### src/rtl/mct_pkg.sv
package mct_pkg;

  typedef enum logic [1:0] {
    REG_RELOAD = 2'd0,
    REG_COUNT  = 2'd1,
    REG_CTRL   = 2'd2,
    REG_FLAG   = 2'd3
  } chan_reg_e;

  typedef struct packed {
    logic cascade;
    logic irq_en;
    logic run_en;
  } chan_ctl_t;

  localparam int CTL_W = 3;

endpackage

### src/rtl/mct_channel.sv
module mct_channel
  import mct_pkg::*;
#(
  parameter int IDX    = 0,
  parameter int DATA_W = 32
) (
  input  logic              clk,
  input  logic              rst_n,
  input  logic              mod_run_i,
  input  logic              wr_reload_i,
  input  logic              wr_ctrl_i,
  input  logic              wr_flag_i,
  input  logic [DATA_W-1:0] wdata_i,
  input  logic              lower_exp_i,
  output logic [DATA_W-1:0] reload_o,
  output logic [DATA_W-1:0] count_o,
  output chan_ctl_t         ctl_o,
  output logic              flag_o,
  output logic              expire_o,
  output logic              irq_o
);

  logic [DATA_W-1:0] reload_q, count_q;
  chan_ctl_t         ctl_q;
  logic              flag_q;
  logic              start, running, tick, cascaded, at_zero;
  logic              unused_wbits;

  assign unused_wbits = ^wdata_i[DATA_W-1:CTL_W];

  generate
    if (IDX > 0) begin : g_casc
      assign cascaded = ctl_q.cascade;
    end else begin : g_nocasc
      logic unused_casc;
      assign unused_casc = lower_exp_i;
      assign cascaded    = 1'b0;
    end
  endgenerate

  assign start    = wr_ctrl_i && wdata_i[0] && !ctl_q.run_en;
  assign running  = mod_run_i && ctl_q.run_en;
  assign tick     = cascaded ? lower_exp_i : 1'b1;
  assign at_zero  = (count_q == '0);
  assign expire_o = running && tick && at_zero;

  always_ff @(posedge clk or negedge rst_n) begin
    if (!rst_n) begin
      reload_q <= '0;
      count_q  <= '0;
      ctl_q    <= '0;
      flag_q   <= 1'b0;
    end else begin
      if (wr_reload_i) reload_q <= wdata_i;
      if (wr_ctrl_i)   ctl_q    <= chan_ctl_t'(wdata_i[CTL_W-1:0]);
      if (start)
        count_q <= reload_q;
      else if (running && tick)
        count_q <= at_zero ? reload_q : count_q - 1'b1;
      if (expire_o)
        flag_q <= 1'b1;
      else if (wr_flag_i && wdata_i[0])
        flag_q <= 1'b0;
    end
  end

  assign reload_o = reload_q;
  assign count_o  = count_q;
  assign ctl_o    = ctl_q;
  assign flag_o   = flag_q;
  assign irq_o    = flag_q && ctl_q.irq_en;

  // Assertions
  assert_start_loads_R3: assert property (@(posedge clk) disable iff (!rst_n)
    start |=> count_q == $past(reload_q));

  assert_frozen_hold_R2: assert property (@(posedge clk) disable iff (!rst_n)
    (!mod_run_i && !start) |=> $stable(count_q));

  assert_no_flag_when_off_R3: assert property (@(posedge clk) disable iff (!rst_n)
    (!ctl_q.run_en && !flag_q) |=> !flag_q);

  assert_decrement_R4: assert property (@(posedge clk) disable iff (!rst_n)
    (running && tick && !at_zero && !start) |=> count_q == $past(count_q) - 1'b1);

  assert_reload_R4: assert property (@(posedge clk) disable iff (!rst_n)
    (running && tick && at_zero) |=> count_q == $past(reload_q));

  assert_flag_set_wins_R6: assert property (@(posedge clk) disable iff (!rst_n)
    expire_o |=> flag_q);

  assert_cascade_wait_R8: assert property (@(posedge clk) disable iff (!rst_n)
    (cascaded && !lower_exp_i && !start) |=> $stable(count_q));

endmodule

### src/rtl/mct_readmux.sv
module mct_readmux
  import mct_pkg::*;
#(
  parameter int NUM_CH = 4,
  parameter int DATA_W = 32,
  parameter int ADDR_W = 9
) (
  input  logic                           rd_en_i,
  input  logic                           mcr_hit_i,
  input  logic                           ch_hit_i,
  input  logic [$clog2(NUM_CH+1)-1:0]    ch_idx_i,
  input  chan_reg_e                      reg_sel_i,
  input  logic                           freeze_i,
  input  logic [NUM_CH-1:0][DATA_W-1:0]  reload_i,
  input  logic [NUM_CH-1:0][DATA_W-1:0]  count_i,
  input  chan_ctl_t [NUM_CH-1:0]         ctl_i,
  input  logic [NUM_CH-1:0]              flag_i,
  output logic [DATA_W-1:0]              rdata_o
);

  always_comb begin
    rdata_o = '0;
    if (rd_en_i) begin
      if (mcr_hit_i) begin
        rdata_o[1] = freeze_i;
      end else if (ch_hit_i) begin
        unique case (reg_sel_i)
          REG_RELOAD: rdata_o = reload_i[ch_idx_i];
          REG_COUNT:  rdata_o = count_i[ch_idx_i];
          REG_CTRL:   rdata_o[CTL_W-1:0] = ctl_i[ch_idx_i];
          REG_FLAG:   rdata_o[0] = flag_i[ch_idx_i];
          default:    rdata_o = '0;
        endcase
      end
    end
  end

  always_comb begin
    if (rd_en_i && ch_hit_i)
      assert_idx_in_range_R11: assert (ch_idx_i < NUM_CH);
  end

endmodule

### src/rtl/multi_chan_timer.sv
module multi_chan_timer
  import mct_pkg::*;
#(
  parameter int NUM_CH = 4,
  parameter int DATA_W = 32,
  parameter int ADDR_W = 9
) (
  input  logic              clk,
  input  logic              rst_n,
  input  logic              bus_sel,
  input  logic              bus_wr,
  input  logic [ADDR_W-1:0] bus_addr,
  input  logic [DATA_W-1:0] bus_wdata,
  output logic [DATA_W-1:0] bus_rdata,
  output logic [NUM_CH-1:0] irq
);

  localparam int CH_LSB = 4;
  localparam int CH_W   = ADDR_W - 1 - CH_LSB;
  localparam int IDX_W  = $clog2(NUM_CH + 1);

  logic              freeze_q;
  logic              mcr_hit, ch_hit, wr_en, rd_en;
  logic [CH_W-1:0]   ch_field;
  logic [IDX_W-1:0]  ch_idx;
  chan_reg_e         reg_sel;

  logic [NUM_CH-1:0][DATA_W-1:0] reload_a, count_a;
  chan_ctl_t [NUM_CH-1:0]        ctl_a;
  logic [NUM_CH-1:0]             flag_a, expire_a;

  assign wr_en    = bus_sel && bus_wr;
  assign rd_en    = bus_sel && !bus_wr;
  assign ch_field = bus_addr[ADDR_W-2:CH_LSB];
  assign ch_idx   = IDX_W'(ch_field);
  assign reg_sel  = chan_reg_e'(bus_addr[3:2]);
  assign mcr_hit  = (bus_addr == '0);
  assign ch_hit   = bus_addr[ADDR_W-1] && (bus_addr[1:0] == 2'b00) &&
                    (32'(ch_field) < NUM_CH);

  always_ff @(posedge clk or negedge rst_n) begin
    if (!rst_n)                freeze_q <= 1'b1;
    else if (wr_en && mcr_hit) freeze_q <= bus_wdata[1];
  end

  generate
    for (genvar i = 0; i < NUM_CH; i++) begin : g_ch
      logic sel_me, lower_exp;
      assign sel_me = wr_en && ch_hit && (ch_idx == IDX_W'(i));
      if (i == 0) begin : g_bottom
        assign lower_exp = 1'b0;
      end else begin : g_upper
        assign lower_exp = expire_a[i-1];
      end
      mct_channel #(.IDX(i), .DATA_W(DATA_W)) u_ch (
        .clk         (clk),
        .rst_n       (rst_n),
        .mod_run_i   (!freeze_q),
        .wr_reload_i (sel_me && reg_sel == REG_RELOAD),
        .wr_ctrl_i   (sel_me && reg_sel == REG_CTRL),
        .wr_flag_i   (sel_me && reg_sel == REG_FLAG),
        .wdata_i     (bus_wdata),
        .lower_exp_i (lower_exp),
        .reload_o    (reload_a[i]),
        .count_o     (count_a[i]),
        .ctl_o       (ctl_a[i]),
        .flag_o      (flag_a[i]),
        .expire_o    (expire_a[i]),
        .irq_o       (irq[i])
      );
    end
  endgenerate

  mct_readmux #(.NUM_CH(NUM_CH), .DATA_W(DATA_W), .ADDR_W(ADDR_W)) u_rd (
    .rd_en_i   (rd_en),
    .mcr_hit_i (mcr_hit),
    .ch_hit_i  (ch_hit),
    .ch_idx_i  (ch_idx),
    .reg_sel_i (reg_sel),
    .freeze_i  (freeze_q),
    .reload_i  (reload_a),
    .count_i   (count_a),
    .ctl_i     (ctl_a),
    .flag_i    (flag_a),
    .rdata_o   (bus_rdata)
  );

  assert_no_expire_frozen_R2: assert property (@(posedge clk) disable iff (!rst_n)
    freeze_q |-> (expire_a == '0));

  assert_irq_needs_flag_R7: assert property (@(posedge clk) disable iff (!rst_n)
    (irq & ~flag_a) == '0);

endmodule

### config.mk
export PLATFORM = sky130hd
export DESIGN_NAME = multi_chan_timer
export DESIGN_NICKNAME = d
export VERILOG_FILES = /design/src/rtl/mct_pkg.sv /design/src/rtl/mct_channel.sv /design/src/rtl/mct_readmux.sv /design/src/rtl/multi_chan_timer.sv
export SDC_FILE = /design/constraint.sdc
export NUM_CORES = 1
export LEC_CHECK = 0
export BUFFER_PORTS_ARGS = -buffer_cell sky130_fd_sc_hd__buf_2
export CAP_MARGIN = 20
export CORE_ASPECT_RATIO = 0.8
export CORE_MARGIN = 10
export CORE_UTILIZATION = 60
export CTS_CLUSTER_SIZE = 10
export DETAILED_ROUTE_END_ITERATION = 8
export PLACE_DENSITY = 0.77
export SYNTH_ARGS = -nofsm -noshare
export SYNTH_HDL_FRONTEND = slang
export SYNTH_SLANG_ARGS = --single-unit
export TNS_END_PERCENT = 5
### constraint.sdc
create_clock -name clk -period 4.9 [get_ports clk]
set_input_delay 0.245 -clock clk [delete_from_list [all_inputs] [get_ports clk]]
set_output_delay 0.245 -clock clk [all_outputs]
set_load 0.05 [all_outputs]
-- After elaboration in Yosys (flattened, before gate mapping)
Cells that the tools add are included.
- bits in registers: 273
- input bits: 45
- output and inout bits: 36
- logic and storage cells: 147
- $add $sub $neg: 4
- $lt $le $gt $ge: 2
- equal/unequal tests: 6
- muxes and demuxes: 39
- reduce and logical (&&, ||, !) cells: 71
- operators by type and width (kind ; count):
    32-bit two-way mux ; 16
    32-bit binary-select mux with 2-bit select ; 2
    32-bit zero test ; 4
    32-bit by 1-bit subtractor with 32-bit output, second input constant ; 4
    29-bit case mux with 2 select lines ; 1
    1-bit logical AND ; 49
    30-bit two-way mux ; 1
    2-bit nonzero test ; 8
    1-bit two-way mux ; 14
    9-bit zero test ; 1
    3-bit binary-select mux with 2-bit select ; 1
    3-bit by 2-bit equality test with 1-bit output, second input constant ; 2
    1-bit zero test ; 6
    2-bit case mux with 3 select lines ; 1
    2-bit equality test, second input constant ; 2
    2-bit zero test ; 2
    4-bit by 3-bit less-than comparator with 1-bit output, second input constant ; 1
    1-bit case mux with 4 select lines ; 1
    3-bit by 1-bit equality test with 1-bit output, second input constant ; 1
    3-bit zero test ; 1
    3-bit less-than comparator, second input constant ; 1
    3-bit two-way mux ; 1
    1-bit binary-select mux with 2-bit select ; 1
    2-bit by 1-bit equality test with 1-bit output, second input constant ; 1

-- Longest topological paths before layout
Gate-level depths: netlist (run 1).
- word-level depth: 13
- gate-level depth with buffers: 11
- gate-level depth less buffers: 9

-- By module
Synthesis (run 1) repeated with hierarchy kept, for this count alone.
- cell total of the unflattened synthesis: 1582
- area total of the unflattened synthesis: 16651.0 um^2
- by module, submodules not included (module ; instances ; cells an instance ; area each (um^2) ; seq. area each (um^2)):
    mct_channel at g_ch[2].u_ch ... ; 2 ; 334 ; 3437.0 ; 1701.6
    mct_channel at g_ch[1].u_ch ; 1 ; 352 ; 3611.0 ; 1701.6
    mct_channel at g_ch[0].u_ch ; 1 ; 328 ; 3533.4 ; 1701.6
    mct_readmux ; 1 ; 200 ; 2416.1 ; 0.0
    multi_chan_timer ; 1 ; 34 ; 216.5 ; 26.3

-- Worst setup path after synthesis (run 1)
No wires, ideal clock.
- kind: reg2reg
- start: reg g_ch[1].u_ch.count_q[15]
- end: reg g_ch[2].u_ch.count_q[12]
- setup time: 0.130 ns
- data arrival time: 2.860 ns
- data required time: 4.770 ns
- path slack: 1.911 ns
- stages on the path, launching flop included: 10
- path buffers: 3
- period minus slack after synthesis: 2.989 ns
- path through: dfrtp_1 -> or4_4 -> or4_4 -> or4_1 -> buf_2 -> o31a_1 -> buf_4 -> buf_2 -> a21oi_1 -> o22ai_1
- longest elaborated chain between the ends: 5
- RTL lines (item ; RTL line ; RTL):
    from (decl) ; mct_channel.sv:23 ; logic [DATA_W-1:0] reload_q, count_q;
    from (signal assigned) ; mct_channel.sv:57 ; count_q <= reload_q;
    from (signal assigned) ; mct_channel.sv:59 ; count_q <= at_zero ? reload_q : count_q - 1'b1;
    32-bit zero test ; mct_channel.sv:44 ; assign at_zero = (count_q == '0);
    1-bit logical AND ; mct_channel.sv:45 ; assign expire_o = running && tick && at_zero;
    1-bit two-way mux ; mct_channel.sv:43 ; assign tick = cascaded ? lower_exp_i : 1'b1;
    1-bit logical AND ; mct_channel.sv:58 ; else if (running && tick)
    2-bit nonzero test (no line) ; - ;
    to (signal assigned) ; mct_channel.sv:57 ;
    to (signal assigned) ; mct_channel.sv:59 ;
    to (decl) ; mct_channel.sv:23 ;
Every way passes these cells.
A chain may end at the register's enable or synchronous reset.

-- Worst setup path after layout (run 1)
- start: reg g_ch[1].u_ch.count_q[13]
- end: reg g_ch[2].u_ch.count_q[12]
The elaborated chain is that of the path after synthesis.

==> impl_metrics.py, run 1 <==
metrics = {
    "critical_path": {
        "critPathMaxFanout": 57,
        "r2r_slack_ps": 1260,
        "reg2reg_depth": 6,
        "arrival_ps": 4030,
        "cp_slowest_stage_delay_ps": 770,
        "cp.depth": 6,
        "worst-path-buf-inv": 0,
        "path_cells": "or4_4 -> or4_4 -> or4_1 -> o31a_2 -> a21oi_1 -> o22ai_1",
        "critical_path.top_delay_family": "simple AND/OR/NAND/NOR gates",
        "cp_common_cell": "or4_4",
        "endpoint_kind": "register",
        "path_class": "register to register",
        "critPathRequiredTime_ps": 5290,
        "start_kind": "register",
        "slowest_stage": "o31a_2",
    },
    "timing": {
        "max_freq_mhz": 275,
        "fin_crit_sh_pct": 74.2,
        "setup-tns-final_ps": 0,
        "hold_viol": 0,
        "relSlewSlack_pct": 19.7,
        "setup_viol": 0,
        "worstMarginPinSlew_ps": 1200,
        "finalClockSkew_ps": 16.5,
        "rsz0062_at_grt": "no",
        "period_needed_ps": 3640,
        "maxSlewViolCount": 0,
    },
    "global_route": {
        "grtUsageTotal_pct": 30.4,
        "grt_pass1_wl_mm": 82.4,
        "antenna_found_initial": 1,
        "grt-ovfl-total": 0,
        "grt_max_degree": 121,
        "grt_pass1_vias": 13900,
    },
    "pwr": {
        "p_seq_share_pct": 33.2,
        "power.clock.fraction_pct": 23.4,
        "p_switching_w": 0.00378,
        "p_int_w": 0.00493,
        "power.total_w": 0.00870,
        "comb_power_share_pct": 43.4,
        "switching_share_pct": 43.4,
        "vdd_drop_max_mv": 0.391,
        "p_leak_nw": 7.73,
        "power_density_mw_per_mm2": 487,
    },
    "synth": {
        "synthAdderAreaFrac_pct": 0.623,
        "async_flop_share_pct": 100,
        "synthesis.area_mm2": 0.0161,
        "synth_cell_types": 68,
        "synth_mux_area_share_pct": 19.7,
        "synth_seq_cells": 273,
        "yosys.area_share.simple_pct": 16.5,
        "avgSynthCellArea_um2": 9.87,
        "postSynthCellCount": 1629,
        "synth_top_family_by_area": "multiplexers",
        "synth-compound-area-share_pct": 16.9,
        "synth_flop_cell": "dfrtp_1",
        "synth-edff-count": 0,
        "synth.net_count": 1682,
        "yosys_warnings": 0,
        "synth-xor-area-share_pct": 0,
        "seq_area_frac_synth_pct": 42.5,
    },
    "floorplan": {
        "placementRows": 53,
        "die_h_um": 166,
        "die_w_um": 203,
        "start_util_pct": 61.1,
        "design.core.area_mm2": 0.0263,
        "dieArea_mm2": 0.0338,
        "io_pins": 81,
    },
    "placed_design": {
        "port_buffers": 80,
        "place_area_mm2": 0.0168,
        "routabilityCongestion": 0.961,
        "dpl.hpwl_mm": 35.6,
        "dp.cells": 1979,
    },
    "clock_network": {
        "cts_buffers": 31,
        "cts_tree": "done",
        "cts.sinks": 273,
        "clkTransAtPathRegs_ps": 60,
        "cts.htree.levels": 1,
        "insertion_delay_ps": 570,
        "cts_root_buffer": "clkbuf_16",
        "cts_buffer_depth": 3,
        "post-cts-setup-buffers": 0,
    },
    "hold_path": {
        "hold_path_class": "input pin to register",
        "whs_path_depth": 2,
    },
    "routing": {
        "drt-met1-wl_mm": 20.5,
        "vias": 14500,
        "drtIter0Drc": 1997,
        "routed_wl_mm": 52.4,
        "antenna_left": 0,
        "viasPerCell": 7.10,
        "dr.max_layer_used": "met4",
        "wl_met2_mm": 23.2,
        "wl_per_cell_um": 25.6,
        "wl_met3_mm": 7.03,
        "drcViolationCount": 0,
        "dr.pass1.iters": 6,
    },
    "run_status": {
        "status": "finished clean",
    },
    "layout": {
        "final_nets": 1738,
        "fin_util_pct": 67.9,
        "multiInputGateArea_mm2": 0.00870,
        "drive_gt1_share_pct": 23.6,
        "finalInstanceArea_mm2": 0.0179,
        "stdcell_count": 2048,
        "seq_area_mm2": 0.00683,
        "syn_to_final_growth_pct": 11.2,
        "fillers": 2018,
    },
    "flow_run": {
        "cap_violations": 0,
    },
}
-- stage by stage --
step,hold WS (ps),setup WS [ps]
after detailed placement,338,1320
after global placement,333,1400
after CTS,53.0,1320
after floorplan,-50.6,1910
after global routing,78.0,1180
final,63.2,1260
-- layout by cell type (no fill, tap or decap), drive strengths merged, types with 37 or more instances in the layout --
cell    netlist  routed
a21oi       165     165
clkbuf       77      37
nor4         43      43
nor2        124     124
buf          37     107
mux2        139     139
mux4         69      69
nor3         71      71
dfrtp       272     272
nand2       130     130
o21ai       195     195
-- synth_stat cells, drive strengths merged (3+ instances only) --
cell type	instances	area share, %
dfrtp	272	42
o21ai	195	6.1
a21oi	165	5.5
mux2	139	9.7
nand2	130	3.0
nor2	124	2.9
clkbuf	77	1.8
nor3	71	2.2
mux4	69	9.7
nor4	43	1.7
buf	37	1.4
nand3	33	1.0
inv	26	0.61
or4	20	0.98
a22oi	19	0.92
or3	19	0.74
nand2b	16	0.62
o2bb2ai	15	0.82
nand4	14	0.54
a31oi	11	0.43
and2	10	0.39
and3	10	0.39
nor3b	10	0.47
or2	9	0.35
ha	8	0.62
nor2b	8	0.31
o22ai	8	0.31
o21a	7	0.37
a22o	6	0.33
o211ai	6	0.28
o22a	5	0.27
a211oi	4	0.26
a2bb2oi	4	0.22
mux2i	4	0.25
nor4b	4	0.26
o31a	4	0.22
nand3b	3	0.14
nand4b	3	0.16
o31ai	3	0.20
-- layout make-up --
class	count	share of cell area, %
multi-input cells	1216	48.7
flip-flops and latches	273	38.2
clock buffers	37	4.52
diodes	1	0.0140
well taps	357	2.50
inverters	26	0.546
repair buffers	137	5.50
clock inverters	1	0.0490
-- repair_timing --
| item | 4_1_cts | 5_1_grt |
|---|---|---|
| endpoints found under the hold margin | 213 | 0 |
| gates resized for setup | 0 | 0 |
| hold buffers | 30 | 0 |
-- logic make-up after synthesis --
kind of cell	Yosys count
multiplexers	212
buffers and inverters	140
adder cells (fa/ha/maj)	8
flip-flops	273
AO/OA/AOI/OAI	463
AND/OR/NAND/NOR	533
-- sequential cells by signal, indices dropped and copies added, names as in the netlist --
register	count
g_ch.u_ch.flag_o	4
g_ch.u_ch.count_o	128
freeze_q	1
g_ch.u_ch.ctl_o	9
g_ch.u_ch.cascaded	3
g_ch.u_ch.reload_o	128
-- power groups by stage --
stage	sequential (W)	clock, W	combinational (W)
after floorplan	0.00275	0	0.00248
after global placement	0.00288	0	0.00346
after detailed placement	0.00289	0	0.00356
after CTS	0.00286	0.00204	0.00361
after global routing	0.00292	0.00212	0.00404
final	0.00289	0.00204	0.00378
-- path summary, 6_finish.rpt --
path | from | end
setup / recovery | g_ch[1].u_ch.count_o[13]$_DFFE_PN0P_ | g_ch[2].u_ch.count_o[12]$_DFFE_PN0P_
hold / removal | bus_wdata[2] | g_ch[1].u_ch.reload_o[2]$_DFFE_PN0P_
setup reg to reg | g_ch[1].u_ch.count_o[13]$_DFFE_PN0P_ | g_ch[2].u_ch.count_o[12]$_DFFE_PN0P_
hold reg to reg | g_ch[0].u_ch.count_o[23]$_DFFE_PN0P_ | g_ch[0].u_ch.count_o[23]$_DFFE_PN0P_
max in group asynchronous | rst_n | g_ch[3].u_ch.count_o[29]$_DFFE_PN0P_
min in group asynchronous | rst_n | g_ch[0].u_ch.ctl_o[1]$_DFFE_PN0P_
-- layer usage --
layer | global-route usage, % | up-vias
met5 | 0 | -
met4 | 8.71 | 0
met3 | 7.62 | 145
met2 | 45.3 | 1085
met1 | 43.2 | 7111
li1 | - | 6198
Note: power is estimated with default switching activity, not from simulation.
==> run 2, diff against run 1 <==
==> constraint.sdc (replaced) <==
create_clock -name clk -period 3.6 [get_ports clk]
set_input_delay 0.18 -clock clk [delete_from_list [all_inputs] [get_ports clk]]
set_output_delay 0.18 -clock clk [all_outputs]
set_load 0.05 [all_outputs]
==> impl_metrics.py, run 2 (synthesis gave the netlist of run 1 again) <==
metrics = {
    "run_status": {
        "status": "finished clean",
    },
    "global_route": {
        "grt_pass1_wl_mm": 83.1,
        "grt_pass1_vias": 14200,
        "grt-ovfl-total": 0,
        "antenna_found_initial": 2,
        "grtUsageTotal_pct": 30.7,
        "grt_max_degree": 101,
    },
    "routing": {
        "drcViolationCount": 0,
        "antenna_left": 0,
        "wl_per_cell_um": 25.2,
        "drtIter0Drc": 2062,
        "routed_wl_mm": 52.9,
        "vias": 14700,
        "dr.pass1.iters": 5,
        "viasPerCell": 7.00,
    },
    "critical_path": {
        "path_cells": "or4_4 -> or4_4 -> or4_1 -> o31ai_4 -> buf_4 -> nand2b_1 -> o21ai_0 -> a22o_1",
        "cp_slowest_stage_delay_ps": 740,
        "slowest_stage": "or4_1",
        "arrival_ps": 3910,
        "reg2reg_to": "g_ch[1].u_ch.count_o[19]$_DFFE_PN0P_",
        "start_kind": "register",
        "critPathMaxFanout": 29,
        "path_class": "register to register",
        "r2r_slack_ps": 160,
        "r2r_start": "g_ch[1].u_ch.count_o[15]$_DFFE_PN0P_",
        "critPathRequiredTime_ps": 4070,
        "endpoint_kind": "register",
        "reg2reg_depth": 8,
        "cp_common_cell": "or4_4",
    },
    "layout": {
        "fillers": 2018,
        "final_nets": 1782,
        "syn_to_final_growth_pct": 13.6,
        "drive_gt1_share_pct": 25.2,
        "layout_commonest_cell": "dfrtp_1",
        "final_cell_mix": "272 x dfrtp_1, 162 x o21ai_0, 147 x a21oi_1",
        "stdcell_count": 2101,
    },
    "pwr": {
        "vdd_drop_max_mv": 0.471,
        "p_leak_nw": 7.96,
        "power.total_w": 0.0122,
        "power_density_mw_per_mm2": 668,
    },
    "flow_run": {
        "cap_violations": 0,
    },
    "floorplan": {
        "dieArea_mm2": 0.0338,
        "die_w_um": 203,
        "io_pins": 81,
        "start_util_pct": 61.1,
        "design.core.area_mm2": 0.0263,
        "die_h_um": 166,
        "placementRows": 53,
    },
    "timing": {
        "setup_viol": 0,
        "relSlewSlack_pct": 27.8,
        "setup-tns-final_ps": 0,
        "rsz0062_at_grt": "no",
        "setup_ws_ps": 163,
        "fin_crit_sh_pct": 95.5,
        "finalClockSkew_ps": 18.5,
        "maxSlewViolCount": 0,
        "worstMarginPinSlew_ps": 1080,
        "period_needed_ps": 3440,
        "max_freq_mhz": 291,
        "hold_viol": 0,
    },
    "placed_design": {
        "dp.cells": 2020,
        "dpl.hpwl_mm": 37.2,
        "port_buffers": 80,
        "pre_cts_ws_ps": 226,
        "routabilityCongestion": 0.986,
    },
    "clock_network": {
        "insertion_delay_ps": 580,
        "clkTransAtPathRegs_ps": 60,
        "cts.repair.resized": 0,
        "cts_root_buffer": "clkbuf_16",
        "cts_tree": "done",
        "cts.htree.levels": 1,
        "cts_buffers": 31,
        "cts.sinks": 273,
        "cts_buffer_depth": 3,
    },
    "hold_path": {
        "whs_path_depth": 3,
        "worstHoldStart": "bus_sel",
        "holdPathEnd": "freeze_q$_DFFE_PN1P_",
        "hold_path_class": "input pin to register",
    },
}
[run 2: cell types whose count changed in the layout (fill, tap and decap cells not counted)]
cell | previous run | this run
dlygate4sd3_1 | 30 | 33
clkbuf_1 | 5 | 14
buf_16 | 2 | 0
buf_12 | 2 | 6
buf_4 | 25 | 64
[run 2: worst max-delay path: cells and delay by family (launching register included)]
kind,cells,cell delay (ps)
compound gates,3,540
buf+inv,1,410
flops,1,420
simple gates,4,1940
[run 2: routing by layer]
metal  global-route usage (%)  wire, um  up-vias  part of all wire, %
met3                     7.25      6160      175                   12
li1                         -         -     6291                    -
met2                     45.9     23500     1037                   44
met4                     10.9      2100        2                  4.0
met5                        0        13        -                0.025
met1                     42.8     21100     7203                   40
[run 2: worst max path at each step]
stage / depth (start not counted) / startpoint / end / slack [ps]
finish: 8 / g_ch[1].u_ch.count_o[15]$_DFFE_PN0P_ / g_ch[1].u_ch.count_o[19]$_DFFE_PN0P_ / 160
floorplan: 9 / g_ch[1].u_ch.count_o[15]$_DFFE_PN0P_ / g_ch[2].u_ch.count_o[12]$_DFFE_PN0P_ / 610
detailed placement: 8 / g_ch[1].u_ch.count_o[14]$_DFFE_PN0P_ / g_ch[3].u_ch.count_o[13]$_DFFE_PN0P_ / 230
global route: 8 / g_ch[1].u_ch.count_o[15]$_DFFE_PN0P_ / g_ch[1].u_ch.count_o[19]$_DFFE_PN0P_ / 30
CTS: 8 / g_ch[1].u_ch.count_o[15]$_DFFE_PN0P_ / g_ch[3].u_ch.count_o[13]$_DFFE_PN0P_ / 220
global placement: 8 / g_ch[1].u_ch.count_o[15]$_DFFE_PN0P_ / g_ch[3].u_ch.count_o[9]$_DFFE_PN0P_ / 280
[run 2: area by class of cell]
cell class	instances	area [um2]	share of cell area, %
multi-input cells	1216	8700	47.7
flip-flops and latches	273	6830	37.4
repair buffers	181	1330	7.29
clock buffers	46	842	4.61
well taps	357	447	2.45
inverters	26	97.6	0.534
clock inverters	1	8.76	0.0479
diodes	1	2.50	0.0137
[run 2: metrics by stage]
stage	utilization (%)	instance area, um2	hold slack [ps]
final	69.4	18300	103
after global routing	69.4	18300	133
after CTS	69.4	18300	88.4
after detailed placement	64.9	17100	285
after global placement	64.9	17100	280
after floorplan	-	16100	-116
[run 2: report_power, final]
part | total, W | switching [W] | internal (W)
Combinational | 0.00543 | 0.00345 | 0.00198
Clock | 0.00285 | 0.00126 | 0.00158
Sequential | 0.00391 | 0.000512 | 0.00340
Total | 0.0122 | 0.00523 | 0.00697
[run 2: what timing repair did]
item | in CTS | in global routing
endpoints found under the hold margin | 221 | 0
setup buffers | 0 | 0
hold buffers | 33 | 0
==> run 3, diff against run 2 <==
--- a/config.mk
+++ b/config.mk
@@ -9,10 +9,10 @@
 export CAP_MARGIN = 20
 export CORE_ASPECT_RATIO = 0.8
 export CORE_MARGIN = 10
-export CORE_UTILIZATION = 60
+export CORE_UTILIZATION = 56
 export CTS_CLUSTER_SIZE = 10
 export DETAILED_ROUTE_END_ITERATION = 8
-export PLACE_DENSITY = 0.77
+export PLACE_DENSITY = 0.76
 export SYNTH_ARGS = -nofsm -noshare
 export SYNTH_HDL_FRONTEND = slang
 export SYNTH_SLANG_ARGS = --single-unit
==> constraint.sdc (replaced) <==
create_clock -name clk -period 2.9 [get_ports clk]
set_input_delay 0.145 -clock clk [delete_from_list [all_inputs] [get_ports clk]]
set_output_delay 0.145 -clock clk [all_outputs]
set_load 0.05 [all_outputs]
==> impl_metrics.py, run 3 (synthesis gave the netlist of run 1 again) <==
metrics = {
    "run_status": {
        "status": "complete, but fails checks",
        "violations": "negative setup slack",
    },
    "global_route": {
        "grt-ovfl-total": 0,
        "antenna_found_initial": 0,
        "grt_pass1_wl_mm": 88.2,
        "grtUsageTotal_pct": 31.1,
        "grt_pass1_vias": 14800,
        "grt_max_degree": 79,
    },
    "layout": {
        "stdcell_count": 2216,
        "syn_to_final_growth_pct": 20.6,
        "antennaDiodeCount": 0,
        "drive_gt1_share_pct": 31.1,
        "fillers": 2085,
        "final_cell_mix": "272 x dfrtp_1, 158 x buf_4, 139 x a21oi_1, 139 x mux2_2, 130 x nand2_1",
        "layout_commonest_cell": "dfrtp_1",
        "final_nets": 1894,
    },
    "pwr": {
        "p_int_w": 0.00946,
        "vdd_drop_max_mv": 0.615,
        "p_leak_nw": 8.60,
        "switching_share_pct": 41.8,
        "power_density_mw_per_mm2": 838,
        "p_switching_w": 0.00679,
        "p_seq_share_pct": 28.7,
        "power.total_w": 0.0162,
        "power.clock.fraction_pct": 21.3,
        "comb_power_share_pct": 50.0,
    },
    "timing": {
        "hold_viol": 0,
        "fin_crit_sh_pct": 105,
        "rsz0062_at_grt": "yes",
        "holdWs_ps": 54.9,
        "max_freq_mhz": 329,
        "finalClockSkew_ps": 28.9,
        "setup_viol": 47,
        "maxSlewViolCount": 0,
        "relSlewSlack_pct": 23.5,
        "setup_ws_ps": -136,
        "worstMarginPinSlew_ps": 1150,
        "period_needed_ps": 3040,
    },
    "critical_path": {
        "slowest_stage": "or4_4",
        "critPathRequiredTime_ps": 3370,
        "endpoint_kind": "register",
        "r2r_slack_ps": -140,
        "critPathMaxFanout": 20,
        "cp_common_cell": "or4_4",
        "critical_path.top_delay_family": "simple AND/OR/NAND/NOR gates",
        "start_kind": "register",
        "cp_slowest_stage_delay_ps": 550,
        "path_cells": "or4_4 -> or4_4 -> or4_4 -> a211oi_4 -> o21a_4 -> buf_12 -> o21a_1 -> nor2_1",
        "worst-path-buf-inv": 1,
        "reg2reg_depth": 8,
        "r2r_start": "g_ch[1].u_ch.count_o[16]$_DFFE_PN0P_",
        "reg2reg_to": "g_ch[3].u_ch.count_o[19]$_DFFE_PN0P_",
        "arrival_ps": 3510,
        "path_class": "register to register",
    },
    "routing": {
        "dr.pass1.iters": 6,
        "drcViolationCount": 0,
        "wl_per_cell_um": 25.6,
        "antenna_left": 0,
        "routed_wl_mm": 56.7,
        "viasPerCell": 6.82,
        "vias": 15100,
        "drtIter0Drc": 2124,
    },
    "clock_network": {
        "insertion_delay_ps": 590,
        "cts_buffer_depth": 3,
        "cts.htree.levels": 1,
        "cts_tree": "done",
        "cts.sinks": 273,
        "cts_buffers": 31,
        "clkTransAtPathRegs_ps": 60,
        "cts_root_buffer": "clkbuf_16",
    },
    "placed_design": {
        "port_buffers": 80,
        "dp.cells": 2142,
        "dpl.hpwl_mm": 40.7,
        "routabilityCongestion": 1.01,
    },
    "floorplan": {
        "die_w_um": 209,
        "die_h_um": 172,
        "start_util_pct": 56.8,
        "placementRows": 55,
        "dieArea_mm2": 0.0359,
        "io_pins": 81,
        "design.core.area_mm2": 0.0283,
    },
    "hold_path": {
        "worstHoldStart": "bus_sel",
        "hold_path_class": "input pin to register",
        "holdPathEnd": "freeze_q$_DFFE_PN1P_",
        "whs_path_depth": 3,
    },
    "flow_run": {
        "cap_violations": 0,
    },
}
[run 3: area by class of cell]
type	count	area (um2)	area share (%)
Multi-Input combinational cell	1216	8830	45.6
Timing Repair Buffer	293	2340	12.1
Sequential cell	273	6830	35.2
Clock inverter	1	8.76	0.0452
Tap cell	370	463	2.39
Clock buffer	37	808	4.17
Inverter	26	97.6	0.503
[run 3: power by group through the flow]
| stage | Combinational [W] | Sequential, W | Clock (W) |
|---|---|---|---|
| after floorplan | 0.00422 | 0.00464 | 0 |
| after global placement | 0.00725 | 0.00467 | 0 |
| after detailed placement | 0.00742 | 0.00469 | 0 |
| after CTS | 0.00765 | 0.00463 | 0.00349 |
| after global routing | 0.00867 | 0.00471 | 0.00363 |
| final | 0.00812 | 0.00467 | 0.00345 |
[run 3: worst max path at each step]
stage / endpoint / startpoint / depth (start not counted) / slack (ps)
floorplan: g_ch[2].u_ch.count_o[12]$_DFFE_PN0P_ / g_ch[1].u_ch.count_o[14]$_DFFE_PN0P_ / 9 / -10
global route: g_ch[3].u_ch.count_o[25]$_DFFE_PN0P_ / g_ch[1].u_ch.count_o[16]$_DFFE_PN0P_ / 8 / -190
global placement: g_ch[1].u_ch.count_o[13]$_DFFE_PN0P_ / g_ch[1].u_ch.count_o[16]$_DFFE_PN0P_ / 10 / -120
finish: g_ch[3].u_ch.count_o[19]$_DFFE_PN0P_ / g_ch[1].u_ch.count_o[16]$_DFFE_PN0P_ / 8 / -140
detailed placement: g_ch[1].u_ch.count_o[20]$_DFFE_PN0P_ / g_ch[1].u_ch.count_o[16]$_DFFE_PN0P_ / 9 / -160
CTS: g_ch[3].u_ch.count_o[19]$_DFFE_PN0P_ / g_ch[1].u_ch.count_o[16]$_DFFE_PN0P_ / 8 / -90
[run 3: layer usage]
metal | vias up | routed length, um | global-route usage, %
li1 | 6503 | - | -
met1 | 7483 | 22700 | 43.6
met2 | 992 | 25000 | 46.6
met3 | 145 | 7130 | 7.96
met4 | 0 | 1760 | 9.62
met5 | - | 0 | 0
[run 3: stage by stage]
| step | setup WS [ps] | utilization [%] | instance area, um2 | setup TNS, ps |
|---|---|---|---|---|
| 5_1_grt | -193 | 68.5 | 19400 | -6950 |
| 3_3_place_gp | -120 | 63.7 | 18000 | -2330 |
| 4_1_cts | -89.5 | 68.1 | 19300 | -1440 |
| 3_5_place_dp | -160 | 63.7 | 18000 | -5010 |
| 6_report | -136 | 68.5 | 19400 | -2120 |
| 2_1_floorplan | -12.9 | - | 16100 | -138 |
[run 3: timing repair]
item	in CTS	in global routing
setup endpoints to repair	69	99
pin swaps	6	9
resized for setup	36	38
setup buffers	2	0
hold endpoints to repair	213	0
hold buffers	33	0
gates cloned	1	0
[run 3: worst register-to-register path: stages (launching register included)]
cell      delay, ps
dfrtp_1         380
or4_4           530
or4_4           470
or4_4           550
a211oi_4        330
o21a_4          260
buf_12          200
o21a_1          160
nor2_1           40
